### src/rtl/cmo_pkg.sv
package cmo_pkg;

    typedef enum logic [2:0] {
        REQ_NONE       = 3'd0,
        REQ_CLN_START  = 3'd1,
        REQ_CLN_END    = 3'd2,
        REQ_INV_START  = 3'd3,
        REQ_INV_END    = 3'd4,
        REQ_LINE_CLN   = 3'd5,
        REQ_LINE_INV   = 3'd6,
        REQ_LINE_FLUSH = 3'd7
    } req_op_e;

    typedef enum logic [1:0] {
        LCMD_LOOKUP = 2'd0,
        LCMD_WRBACK = 2'd1,
        LCMD_INVAL  = 2'd2
    } line_cmd_e;

    typedef enum logic [2:0] {
        ST_IDLE   = 3'd0,
        ST_FIRST  = 3'd1,
        ST_LOOKUP = 3'd2,
        ST_WRBACK = 3'd3,
        ST_INVAL  = 3'd4
    } walk_st_e;

    typedef struct packed {
        logic do_clean;
        logic do_inval;
    } walk_mode_t;

    function automatic walk_mode_t mode_of(req_op_e op);
        walk_mode_t m;
        m.do_clean = (op == REQ_CLN_END) || (op == REQ_LINE_CLN) || (op == REQ_LINE_FLUSH);
        m.do_inval = (op == REQ_INV_END) || (op == REQ_LINE_INV) || (op == REQ_LINE_FLUSH);
        return m;
    endfunction

    function automatic logic is_range_end(req_op_e op);
        return (op == REQ_CLN_END) || (op == REQ_INV_END);
    endfunction

    function automatic logic is_single(req_op_e op);
        return (op == REQ_LINE_CLN) || (op == REQ_LINE_INV) || (op == REQ_LINE_FLUSH);
    endfunction

endpackage

### src/rtl/cmo_cmd_decode.sv
module cmo_cmd_decode
    import cmo_pkg::*;
#(
    parameter int ADDR_W     = 32,
    parameter int LINE_BYTES = 32,
    parameter int PAGE_BYTES = 4096
) (
    input  logic                          clk,
    input  logic                          rst,
    input  logic                          req_valid,
    input  logic [2:0]                    req_op,
    input  logic [ADDR_W-1:0]             req_addr,
    input  logic                          busy,
    output logic                          launch,
    output walk_mode_t                    launch_mode,
    output logic [ADDR_W-$clog2(LINE_BYTES):0] first_line,
    output logic [ADDR_W-$clog2(LINE_BYTES):0] last_line,
    output logic                          err
);
    localparam int OFF_W  = $clog2(LINE_BYTES);
    localparam int PG_SH  = $clog2(PAGE_BYTES);
    localparam int LIDX_W = ADDR_W - OFF_W;

    req_op_e             op;
    logic                accept;
    logic                range_fire;
    logic                single_fire;
    logic                kind_match;
    logic                page_cross;
    logic                pend_vld;
    logic                pend_inv;
    logic [ADDR_W-1:0]   pend_addr;
    logic [LIDX_W:0]     start_floor;
    logic [LIDX_W:0]     start_ceil;
    logic [LIDX_W:0]     req_line;

    assign op          = req_op_e'(req_op);
    assign accept      = req_valid && !busy;
    assign kind_match  = pend_vld && (pend_inv == (op == REQ_INV_END));
    assign page_cross  = pend_addr[ADDR_W-1:PG_SH] != req_addr[ADDR_W-1:PG_SH];
    assign range_fire  = accept && is_range_end(op) && kind_match;
    assign single_fire = accept && is_single(op);

    // first qualifying line rounds the start up, last rounds the end down
    assign start_floor = {1'b0, pend_addr[ADDR_W-1:OFF_W]};
    assign start_ceil  = start_floor + {{LIDX_W{1'b0}}, |pend_addr[OFF_W-1:0]};
    assign req_line    = {1'b0, req_addr[ADDR_W-1:OFF_W]};

    assign launch      = (range_fire && !page_cross) || single_fire;
    assign launch_mode = mode_of(op);
    assign first_line  = single_fire ? req_line : start_ceil;
    assign last_line   = req_line;

    always_ff @(posedge clk) begin
        if (rst) begin
            pend_vld  <= 1'b0;
            pend_inv  <= 1'b0;
            pend_addr <= '0;
            err       <= 1'b0;
        end else begin
            err <= range_fire && page_cross;
            if (accept && (op == REQ_CLN_START || op == REQ_INV_START)) begin
                pend_vld  <= 1'b1;
                pend_inv  <= (op == REQ_INV_START);
                pend_addr <= req_addr;
            end else if (range_fire) begin
                pend_vld  <= 1'b0;
            end
        end
    end

endmodule

### src/rtl/cmo_line_seq.sv
module cmo_line_seq
    import cmo_pkg::*;
#(
    parameter int ADDR_W = 32,
    parameter int OFF_W  = 5
) (
    input  logic                   clk,
    input  logic                   rst,
    input  logic                   launch,
    input  walk_mode_t             launch_mode,
    input  logic [ADDR_W-OFF_W:0]  first_line,
    input  logic [ADDR_W-OFF_W:0]  last_line,
    input  logic                   line_ack,
    input  logic                   line_dirty,
    output logic                   busy,
    output logic                   done,
    output logic                   line_req_valid,
    output logic [1:0]             line_req_cmd,
    output logic [ADDR_W-1:0]      line_req_addr
);
    localparam int LIDX_W = ADDR_W - OFF_W;

    walk_st_e          st, st_nx;
    walk_mode_t        mode_q;
    logic [LIDX_W:0]   cur, cur_nx;
    logic [LIDX_W:0]   last_q;
    logic              done_nx;
    walk_st_e          line_entry;
    logic              at_last;

    assign line_entry = mode_q.do_clean ? ST_LOOKUP : ST_INVAL;
    assign at_last    = (cur == last_q);

    always_comb begin
        st_nx   = st;
        cur_nx  = cur;
        done_nx = 1'b0;
        unique case (st)
            ST_IDLE: begin
                if (launch) begin
                    st_nx  = ST_FIRST;
                    cur_nx = first_line;
                end
            end
            ST_FIRST: begin
                if (cur > last_q) begin
                    st_nx   = ST_IDLE;
                    done_nx = 1'b1;
                end else begin
                    st_nx = line_entry;
                end
            end
            ST_LOOKUP, ST_WRBACK, ST_INVAL: begin
                if (line_ack) begin
                    if (st == ST_LOOKUP && line_dirty) begin
                        st_nx = ST_WRBACK;
                    end else if (st != ST_INVAL && mode_q.do_inval) begin
                        st_nx = ST_INVAL;
                    end else if (at_last) begin
                        st_nx   = ST_IDLE;
                        done_nx = 1'b1;
                    end else begin
                        cur_nx = cur + 1'b1;
                        st_nx  = line_entry;
                    end
                end
            end
            default: st_nx = ST_IDLE;
        endcase
    end

    always_ff @(posedge clk) begin
        if (rst) begin
            st     <= ST_IDLE;
            cur    <= '0;
            last_q <= '0;
            mode_q <= '0;
            done   <= 1'b0;
        end else begin
            st   <= st_nx;
            cur  <= cur_nx;
            done <= done_nx;
            if (st == ST_IDLE && launch) begin
                last_q <= last_line;
                mode_q <= launch_mode;
            end
        end
    end

    assign busy           = (st != ST_IDLE);
    assign line_req_valid = (st == ST_LOOKUP) || (st == ST_WRBACK) || (st == ST_INVAL);
    assign line_req_addr  = {cur[LIDX_W-1:0], {OFF_W{1'b0}}};

    always_comb begin
        unique case (st)
            ST_WRBACK: line_req_cmd = LCMD_WRBACK;
            ST_INVAL:  line_req_cmd = LCMD_INVAL;
            default:   line_req_cmd = LCMD_LOOKUP;
        endcase
    end

endmodule

### src/rtl/cmo_range_engine.sv
module cmo_range_engine
    import cmo_pkg::*;
#(
    parameter int ADDR_W     = 32,
    parameter int LINE_BYTES = 32,
    parameter int PAGE_BYTES = 4096
) (
    input  logic              clk,
    input  logic              rst,
    input  logic              req_valid,
    input  logic [2:0]        req_op,
    input  logic [ADDR_W-1:0] req_addr,
    output logic              busy,
    output logic              done,
    output logic              err,
    output logic              line_req_valid,
    output logic [1:0]        line_req_cmd,
    output logic [ADDR_W-1:0] line_req_addr,
    input  logic              line_ack,
    input  logic              line_dirty
);
    localparam int OFF_W  = $clog2(LINE_BYTES);
    localparam int LIDX_W = ADDR_W - OFF_W;

    logic            launch;
    walk_mode_t      launch_mode;
    logic [LIDX_W:0] first_line;
    logic [LIDX_W:0] last_line;

    cmo_cmd_decode #(
        .ADDR_W     (ADDR_W),
        .LINE_BYTES (LINE_BYTES),
        .PAGE_BYTES (PAGE_BYTES)
    ) u_decode (
        .clk         (clk),
        .rst         (rst),
        .req_valid   (req_valid),
        .req_op      (req_op),
        .req_addr    (req_addr),
        .busy        (busy),
        .launch      (launch),
        .launch_mode (launch_mode),
        .first_line  (first_line),
        .last_line   (last_line),
        .err         (err)
    );

    cmo_line_seq #(
        .ADDR_W (ADDR_W),
        .OFF_W  (OFF_W)
    ) u_seq (
        .clk            (clk),
        .rst            (rst),
        .launch         (launch),
        .launch_mode    (launch_mode),
        .first_line     (first_line),
        .last_line      (last_line),
        .line_ack       (line_ack),
        .line_dirty     (line_dirty),
        .busy           (busy),
        .done           (done),
        .line_req_valid (line_req_valid),
        .line_req_cmd   (line_req_cmd),
        .line_req_addr  (line_req_addr)
    );

endmodule

### config.mk
export PLATFORM = sky130hd
export DESIGN_NAME = cmo_range_engine
export DESIGN_NICKNAME = d
export VERILOG_FILES = /design/src/rtl/cmo_pkg.sv /design/src/rtl/cmo_cmd_decode.sv /design/src/rtl/cmo_line_seq.sv /design/src/rtl/cmo_range_engine.sv
export SDC_FILE = /design/constraint.sdc
export NUM_CORES = 1
export LEC_CHECK = 0
export ABC_AREA = 1
export ABC_CLOCK_PERIOD_IN_PS = 2550
export BUFFER_PORTS_ARGS = -buffer_cell sky130_fd_sc_hd__buf_2
export CORE_MARGIN = 2
export CORE_UTILIZATION = 50
export DETAILED_ROUTE_END_ITERATION = 10
export PLACE_DENSITY_LB_ADDON = 0.08
export SYNTH_ARGS = -nofsm -noshare
export SYNTH_HDL_FRONTEND = slang
export SYNTH_SLANG_ARGS = --single-unit
### constraint.sdc
create_clock -name clk -period 2.55 [get_ports clk]
set_input_delay 0.1275 -clock clk [delete_from_list [all_inputs] [get_ports clk]]
set_output_delay 0.1275 -clock clk [all_outputs]
set_load 0.005 [all_outputs]
==> results.toml, run 1 <==
[run_status]
status = "complete, no violations"

[synth]
yosysSeqAreaShare = 0.282
synth_cells = 1106
ys_types = 37
yosys_warnings = 0
syn_area_um2 = 6820
synth_seq_cells = 96
synth.avg_cell_area_um2 = 6.17

[timing]
clock.fmax_ghz = 0.438
finalCriticalPeriod_ps = 2280
max_slew_margin = 0.407
tightestPinTransition_ps = 888
rsz0062_at_grt = "no"
hold_slack_ps = 20.4
setup_viol_count_final = 0
tns_ps = 0
hold_viol = 0
clock_skew_ps = 6.77
maxSlewViolCount = 0
finalCritPeriodShare = 0.896

[power_and_ir_drop]
seqPwrFrac = 0.312
vdd_drop_max_mv = 0.363
p_switching_w = 0.00284
combPwrFrac = 0.453
internal-power_w = 0.00368
p_sw_frac = 0.435
power.density_nw_per_um2 = 868
p_clk_frac = 0.235
leakage_nw = 3.59

[final_layout]
fin_nets = 1213
layout_common_cells = "274 x nand2_1, 152 x nor2_1, 129 x inv_1"
layout-drive-gt1-share = 0.118
antennaDiodeCount = 0
fill_cells = 1408
area_delta_synth_final_pct = 10.1
layout_commonest_cell = "nand2_1"

[die]
die_w_um = 121
coreArea_um2 = 13300
die_y_um = 121
rows = 42
die_area_um2 = 14600
boundaryPins = 78
start_util = 0.513

[grt]
grt_pass1_vias = 6099
use_met3 = 0.0368
grt_pass1_wl_um = 31700
grt_max_degree = 51
groute.layer.met2.usage = 0.394
grt_usage = 0.276
top_usage_layer = "met1"
grt_overflow = 0
use_met1 = 0.423
antenna_found_initial = 0

[setup_path]
start_kind = "register"
arrival_ps = 2540
crit_type = "register to register"
worstPathCellList = "ha_1 -> nand2_1 -> nor2_1 -> nand3_1 -> nor2_1 -> nand3_1 -> nand2_1 -> nor2_4 -> nand3_4 -> nand2_1 -> nand2_1 -> nor2_1"
cp-end-kind = "register"
r2r_slack_ps = 270
cp_common_cell = "nand2_1"
worstRegToRegCells = 12
cpMaxStageDelayCell = "dfxtp_1"
max_stage_delay_ps = 350
required_ps = 2800
crit_path_max_fanout = 25

[worst_hold_path]
hold_depth = 3
hold_path_class = "primary input to register"

[route]
initialDrtViolationCount = 577
vias_per_cell = 5.21
drcViolationCount = 0
postRouteAntennaNets = 0
wire_per_inst_um = 15.0
wirelength_um = 19900
first_pass_iters = 6
vias = 6893

[clocking]
clk_latency_ps = 360
cts_buffer_depth = 2
cts_buffers = 9
ctsHtreeMaxLevel = 3
cts.clk_slew.worst_paths_ps = 70
cts_sinks = 96
tritoncts = "built"
post-cts-setup-buffers = 0
clockRootBuffer = "clkbuf_16"

[placement]
globalplace.congestion = 0.962
dp_hpwl_um = 15000
numPortBuffers = 72

[job]
cap_viol_max_count = 0
-- layout make-up --
type / instances / area [um2] / area share
tap: 176 / 220 / 0.0293
timing repair buffer: 93 / 531 / 0.0707
inverter: 140 / 526 / 0.0700
sequential: 96 / 1920 / 0.256
multi-input combinational: 803 / 3980 / 0.530
clock inverter: 6 / 90.1 / 0.0120
clock buffer: 10 / 239 / 0.0318
-- timing repair --
item | 4_1_cts | 5_1_grt
setup endpoints to repair | 0 | 28
gates resized for setup | 0 | 4
hold buffers | 0 | 0
-- final timing paths --
check                                     from                            endpoint
setup / recovery    u_seq.cur[11]$_SDFFE_PP0P_          u_seq.cur[11]$_SDFFE_PP0P_
hold / removal                     req_addr[2]  u_decode.pend_addr[2]$_SDFFE_PP0P_
setup reg to reg    u_seq.cur[11]$_SDFFE_PP0P_          u_seq.cur[11]$_SDFFE_PP0P_
hold reg to reg   u_seq.last_q[1]$_SDFFE_PP0P_        u_seq.last_q[1]$_SDFFE_PP0P_
-- state kept, by name, summed over array words and instances, names as in the netlist --
register and flops:
u_seq.last_q 27, u_decode.err 1, u_decode.pend_addr 32, u_decode.pend_vld 1, u_decode.pend_inv 1, u_seq.st 3, u_seq.mode_q 2, u_seq.done 1
u_seq.cur 28
-- cell usage after synthesis (all sizes together) --
cell type  number  area (um2)
nor3           23         115
nand2         275        1030
a21o            2        15.0
o21bai          1        7.51
xnor2           3        26.3
o21a            2        15.0
a21oi          80         400
nor2          162         638
a31oi           1        6.26
o22ai           5        31.3
xor2           36         315
nor3b           1        7.51
a22oi           1        7.51
nand4          21         131
clkinv          1        3.75
nand3          43         233
clkbuf         20        75.1
ha             30         375
buf            52         365
o211ai          2        15.0
nor4            2        12.5
dfxtp          96        1920
conb            1        3.75
a211oi          1        7.51
inv           139         522
o21ai         105         526
nand3b          1        7.51
-- through the flow --
step	total power (W)	area (um2)	worst slack (ps)	instances	utilization
finish	0.00652	7510	266	1324	0.565
detailed placement	0.00491	7150	96.6	1307	0.538
global route	0.00708	7510	40.7	1324	0.565
floorplan	0.00427	6830	765	1110	-
CTS	0.00646	7480	87.7	1323	0.562
global placement	0.00487	7150	133	1307	0.538
-- routing by layer --
metal,vias up,share of wire,wire (um)
li1,3567,-,-
met4,0,0.021,408
met3,27,0.076,1510
met2,242,0.41,8200
met5,-,0,0
met1,3057,0.49,9740
-- worst max-delay path, delay by kind of cell (launching register included) --
kind / cells / cell delay, ps
simple gates: 11 / 1520
flops: 1 / 350
fa+ha+maj: 1 / 310
-- kinds of logic after synthesis --
| logic type | after synthesis | share of synthesized area |
|---|---|---|
| XOR/XNOR | 39 | 0.0501 |
| other | 1 | 0.000550 |
| AO/OA/AOI/OAI | 200 | 0.151 |
| buffers and inverters | 212 | 0.142 |
| flip-flops | 96 | 0.282 |
| adder cells (fa/ha/maj) | 30 | 0.0550 |
| AND/OR/NAND/NOR | 528 | 0.320 |
-- power by group through the flow --
stage               logic (W)  registers (W)  clock network [W]
finish                0.00295        0.00204            0.00153
CTS                   0.00287        0.00203            0.00156
global placement      0.00281        0.00206                  0
floorplan             0.00226        0.00201                  0
detailed placement    0.00285        0.00206                  0
global route          0.00339        0.00207            0.00161
Power figures use the tool's default switching activity.
==> run 2, diff against run 1 <==
--- a/config.mk
+++ b/config.mk
@@ -11,6 +11,7 @@
 export CORE_MARGIN = 2
 export CORE_UTILIZATION = 50
 export DETAILED_ROUTE_END_ITERATION = 10
+export MAX_ROUTING_LAYER = met4
 export PLACE_DENSITY_LB_ADDON = 0.08
 export SYNTH_ARGS = -nofsm -noshare
 export SYNTH_HDL_FRONTEND = slang
==> results.toml, run 2 (same netlist as run 1, synthesis figures left out) <==
[grt]
grt_usage = 0.284
antenna_found_initial = 0
grt_overflow = 0
grt_pass1_vias = 5986
grt_pass1_wl_um = 31700
grt_max_degree = 51

[final_layout]
layout_commonest_cell = "nand2_1"
top_regs = "u_decode.pend_addr x32, u_seq.cur x28, u_seq.last_q x27"
regMostFlops = "u_decode.pend_addr"
fill_cells = 1438
finalNonFillerCells = 1325
antennaDiodeCount = 0
layout_common_cells = "274 x nand2_1, 154 x nor2_1, 129 x inv_1"
largest_reg_flops = 32
layout-drive-gt1-share = 0.115
area_delta_synth_final_pct = 9.12
fin_nets = 1214

[placement]
dp_hpwl_um = 15100
preCtsSetupSlack_ps = 139
numPortBuffers = 72
dp.cells = 1308
globalplace.congestion = 1.00

[timing]
tns_ps = 0
rsz0062_at_grt = "no"
clock.fmax_ghz = 0.441
finalCritPeriodShare = 0.889
finalWorstSetupSlack_ps = 283
tightestPinTransition_ps = 856
maxSlewViolCount = 0
setup_viol_count_final = 0
finalCriticalPeriod_ps = 2270
clock_skew_ps = 9.82
hold_viol = 0
max_slew_margin = 0.429

[clocking]
clockRootBuffer = "clkbuf_16"
cts_sinks = 96
cts_buffer_depth = 2
post-cts-setup-buffers = 0
ctsHtreeMaxLevel = 3
tritoncts = "built"
ctsHoldBuffers = 0
clk_latency_ps = 350
cts.clk_slew.worst_paths_ps = 70
cts_buffers = 9
ctsResizeCount = 0

[die]
die_area_um2 = 14600
die_w_um = 121
rows = 42
start_util = 0.513
coreArea_um2 = 13300
boundaryPins = 78
die_y_um = 121

[route]
first_pass_iters = 5
postRouteAntennaNets = 0
vias_per_cell = 5.14
wire_per_inst_um = 14.9
initialDrtViolationCount = 591
wirelength_um = 19700
vias = 6810
drcViolationCount = 0

[setup_path]
start_kind = "register"
crit_buf_inv = 1
worstPathCellList = "nor2_2 -> nand2_2 -> nor2_2 -> nand2_1 -> nor2_1 -> nand3_1 -> nand2_1 -> inv_1 -> o21ai_0 -> a21oi_1"
crit_path_max_fanout = 30
crit_family = "simple AND/OR/NAND/NOR gates"
max_stage_delay_ps = 410
arrival_ps = 2480
required_ps = 2760
crit_type = "register to register"
cpMaxStageDelayCell = "o21ai_0"
cp-end-kind = "register"

[run_status]
status = "complete, no violations"

[power_and_ir_drop]
vdd_drop_max_mv = 0.328
finalPower_w = 0.00624
leakage_nw = 3.56
power.density_nw_per_um2 = 839

[job]
cap_viol_max_count = 0

[worst_hold_path]
hold_path_class = "primary input to register"
run 2: changes by cell type in the layout (fill, tap and decap cells not counted), sizes merged:
cell and change:
clkinvlp +1, clkinv +2, clkbuf +1, bufinv -2, buf +1, inv -2
run 2: final cells by class:
type	instances	area [um2]	area share
Multi-Input combinational cell	803	3970	0.533
Clock buffer	11	233	0.0313
Timing Repair Buffer	94	538	0.0723
Tap cell	176	220	0.0296
Sequential cell	96	1920	0.258
Clock inverter	5	33.8	0.00454
Inverter	140	526	0.0706
run 2: routing by layer:
metal,vias to the layer above,global-route usage,share of wire
li1,3574,-,-
met1,3002,0.425,0.51
met2,215,0.404,0.42
met3,19,0.0325,0.061
met4,0,0.0741,0.013
met5,-,-,0
run 2: path summary, 6_finish.rpt:
kind         slack [ps]                           from                            endpoint  depth (start not counted)
max                 280       u_seq.st[1]$_SDFFE_PP0P_        u_seq.last_q[6]$_SDFFE_PP0P_                         10
min                  30                    req_addr[4]  u_decode.pend_addr[4]$_SDFFE_PP0P_                          3
max reg2reg         280       u_seq.st[1]$_SDFFE_PP0P_        u_seq.last_q[6]$_SDFFE_PP0P_                         10
min reg2reg         460  u_seq.last_q[20]$_SDFFE_PP0P_       u_seq.last_q[20]$_SDFFE_PP0P_                          2
run 2: power by group:
group          switching, W  internal (W)  leakage [nW]  total [W]
registers          0.000260       0.00178         0.787    0.00204
logic               0.00192       0.00101          2.64    0.00293
clock network      0.000613      0.000661         0.126    0.00127
total               0.00279       0.00345          3.56    0.00624
run 2: worst register-to-register path: stages (launching register included):
cell     delay (ps)
dfxtp_1         350
nor2_2          130
nand2_2         110
nor2_2          160
nand2_1          70
nor2_1          170
nand3_1         160
nand2_1         110
inv_1           370
o21ai_0         420
a21oi_1          70
run 2: metrics by stage:
| stage | hold WS, ps | instance area, um2 | utilization |
|---|---|---|---|
| 6_report | 27.9 | 7440 | 0.560 |
| 5_1_grt | 49.2 | 7440 | 0.560 |
| 4_1_cts | 20.6 | 7420 | 0.558 |
| 3_5_place_dp | 384 | 7160 | 0.538 |
| 3_3_place_gp | 383 | 7160 | 0.538 |
| 2_1_floorplan | 262 | 6830 | - |
==> run 3, diff against run 2 <==
--- a/config.mk
+++ b/config.mk
@@ -8,10 +8,11 @@
 export ABC_AREA = 1
 export ABC_CLOCK_PERIOD_IN_PS = 2550
 export BUFFER_PORTS_ARGS = -buffer_cell sky130_fd_sc_hd__buf_2
+export CELL_PAD_IN_SITES_DETAIL_PLACEMENT = 0
+export CELL_PAD_IN_SITES_GLOBAL_PLACEMENT = 1
 export CORE_MARGIN = 2
-export CORE_UTILIZATION = 50
+export CORE_UTILIZATION = 42
 export DETAILED_ROUTE_END_ITERATION = 10
-export MAX_ROUTING_LAYER = met4
 export PLACE_DENSITY_LB_ADDON = 0.08
 export SYNTH_ARGS = -nofsm -noshare
 export SYNTH_HDL_FRONTEND = slang
==> results.toml, run 3 (same netlist as run 1, synthesis figures left out) <==
[run_status]
status = "complete, no violations"

[setup_path]
worstRegToRegCells = 15
r2r_slack_ps = 260
start_kind = "register"
r2r_end = "u_seq.cur[24]$_SDFFE_PP0P_"
worstPathCellList = "nor2_1 -> nand2_1 -> ha_1 -> ha_1 -> nand2_1 -> nor2_1 -> nand2_1 -> inv_1 -> nand2_1 -> nand2_1 -> nand3_1 -> nand2_1 -> nand2_1 -> nor2_1 -> nor2_1"
worstReg2RegStart = "u_decode.pend_addr[0]$_SDFFE_PP0P_"
cp_common_cell = "nand2_1"
max_stage_delay_ps = 350
arrival_ps = 2540
crit_type = "register to register"
cp-end-kind = "register"
cpMaxStageDelayCell = "nor2_1"
crit_path_max_fanout = 5
crit_buf_inv = 1
crit_family = "simple AND/OR/NAND/NOR gates"
required_ps = 2800

[timing]
finalWorstSetupSlack_ps = 257
max_slew_margin = 0.665
finalCritPeriodShare = 0.899
rsz0062_at_grt = "no"
hold_viol = 0
clock.fmax_ghz = 0.436
clock_skew_ps = 8.21
tns_ps = 0
setup_viol_count_final = 0
hold_slack_ps = 25.5
maxSlewViolCount = 0
finalCriticalPeriod_ps = 2290
tightestPinTransition_ps = 498

[die]
die_area_um2 = 17300
start_util = 0.429
boundaryPins = 78
rows = 46
coreArea_um2 = 15900
die_w_um = 131
die_y_um = 131

[route]
wire_per_inst_um = 15.0
vias = 6780
wirelength_um = 20600
postRouteAntennaNets = 0
vias_per_cell = 4.93
first_pass_iters = 5
drcViolationCount = 0
initialDrtViolationCount = 519

[power_and_ir_drop]
vdd_drop_max_mv = 0.377
leakage_nw = 3.63
power.density_nw_per_um2 = 860

[final_layout]
layout-drive-gt1-share = 0.124
largest_reg_flops = 32
fill_cells = 1747
regMostFlops = "u_decode.pend_addr"
fin_nets = 1224
area_delta_synth_final_pct = 11.7
fin_util = 0.480
layout_commonest_cell = "nand2_1"
layout_common_cells = "274 x nand2_1, 154 x nor2_1, 129 x inv_1"
antennaDiodeCount = 0
top_regs = "u_decode.pend_addr x32, u_seq.cur x28, u_seq.last_q x27"

[grt]
grt_pass1_vias = 6077
groute.layer.met2.usage = 0.345
use_met3 = 0.0297
grt_pass1_wl_um = 32900
top_usage_layer = "met1"
grt_usage = 0.239
antenna_found_initial = 0
grt_overflow = 0
grt_max_degree = 34
use_met1 = 0.370

[clocking]
clockRootBuffer = "clkbuf_16"
ctsHtreeMaxLevel = 3
ctsHoldBuffers = 0
clk_latency_ps = 350
post-cts-setup-buffers = 0
cts_buffers = 9
cts_sinks = 96
tritoncts = "built"
cts.clk_slew.worst_paths_ps = 70
ctsResizeCount = 0
cts_buffer_depth = 2

[placement]
globalplace.congestion = 0.875
numPortBuffers = 72
dp_hpwl_um = 16400
preCtsSetupSlack_ps = 165

[job]
cap_viol_max_count = 0

[worst_hold_path]
hold_depth = 3
whs_endpoint = "u_decode.pend_addr[3]$_SDFFE_PP0P_"
hold_path_class = "primary input to register"
worstHoldStart = "req_addr[3]"
run 3: report_power, final:
group          switching [W]  internal (W)  total, W
logic                0.00191       0.00108   0.00299
registers           0.000263       0.00178   0.00204
clock network       0.000631      0.000887   0.00152
run 3: how the worst max path moves through the flow:
stage | from | end | slack, ps | cells after the start
after floorplan | u_decode.pend_addr[2]$_SDFFE_PP0P_ | u_seq.cur[18]$_SDFFE_PP0P_ | 760 | 15
after global placement | u_seq.cur[19]$_SDFFE_PP0P_ | u_seq.cur[12]$_SDFFE_PP0P_ | 160 | 12
after detailed placement | u_seq.cur[19]$_SDFFE_PP0P_ | u_seq.cur[11]$_SDFFE_PP0P_ | 170 | 12
after CTS | u_seq.cur[19]$_SDFFE_PP0P_ | u_seq.cur[15]$_SDFFE_PP0P_ | 150 | 12
after global routing | u_seq.cur[19]$_SDFFE_PP0P_ | u_seq.cur[16]$_SDFFE_PP0P_ | 80 | 12
final | u_decode.pend_addr[0]$_SDFFE_PP0P_ | u_seq.cur[24]$_SDFFE_PP0P_ | 260 | 15
run 3: final cells by class:
| class | instances | area [um2] | share of cell area |
|---|---|---|---|
| multi-input cells | 802 | 3960 | 0.519 |
| clock buffers | 11 | 243 | 0.0319 |
| clock inverters | 5 | 80.1 | 0.0105 |
| flip-flops and latches | 96 | 1920 | 0.252 |
| repair buffers | 105 | 621 | 0.0815 |
| well taps | 216 | 270 | 0.0355 |
| inverters | 140 | 526 | 0.0690 |
run 3: tightest hold or removal path, cell delays in order:
cell and delay (ps):
buf_2 70, o21ai_0 70, nor2_1 70
run 3: per-layer routing:
layer,part of all wire,vias to the layer above,routed length (um)
met1,0.53,3014,10900
met3,0.045,21,933
met2,0.41,172,8480
li1,-,3573,-
met4,0.017,0,341
met5,0,-,0
run 3: stage by stage:
stage / cell area [um2] / total power, W / cells
CTS: 7610 / 0.00657 / 1375
detailed placement: 7290 / 0.00504 / 1359
finish: 7620 / 0.00655 / 1375
global placement: 7290 / 0.00503 / 1359
floorplan: 6830 / 0.00427 / 1110
global route: 7620 / 0.00712 / 1375
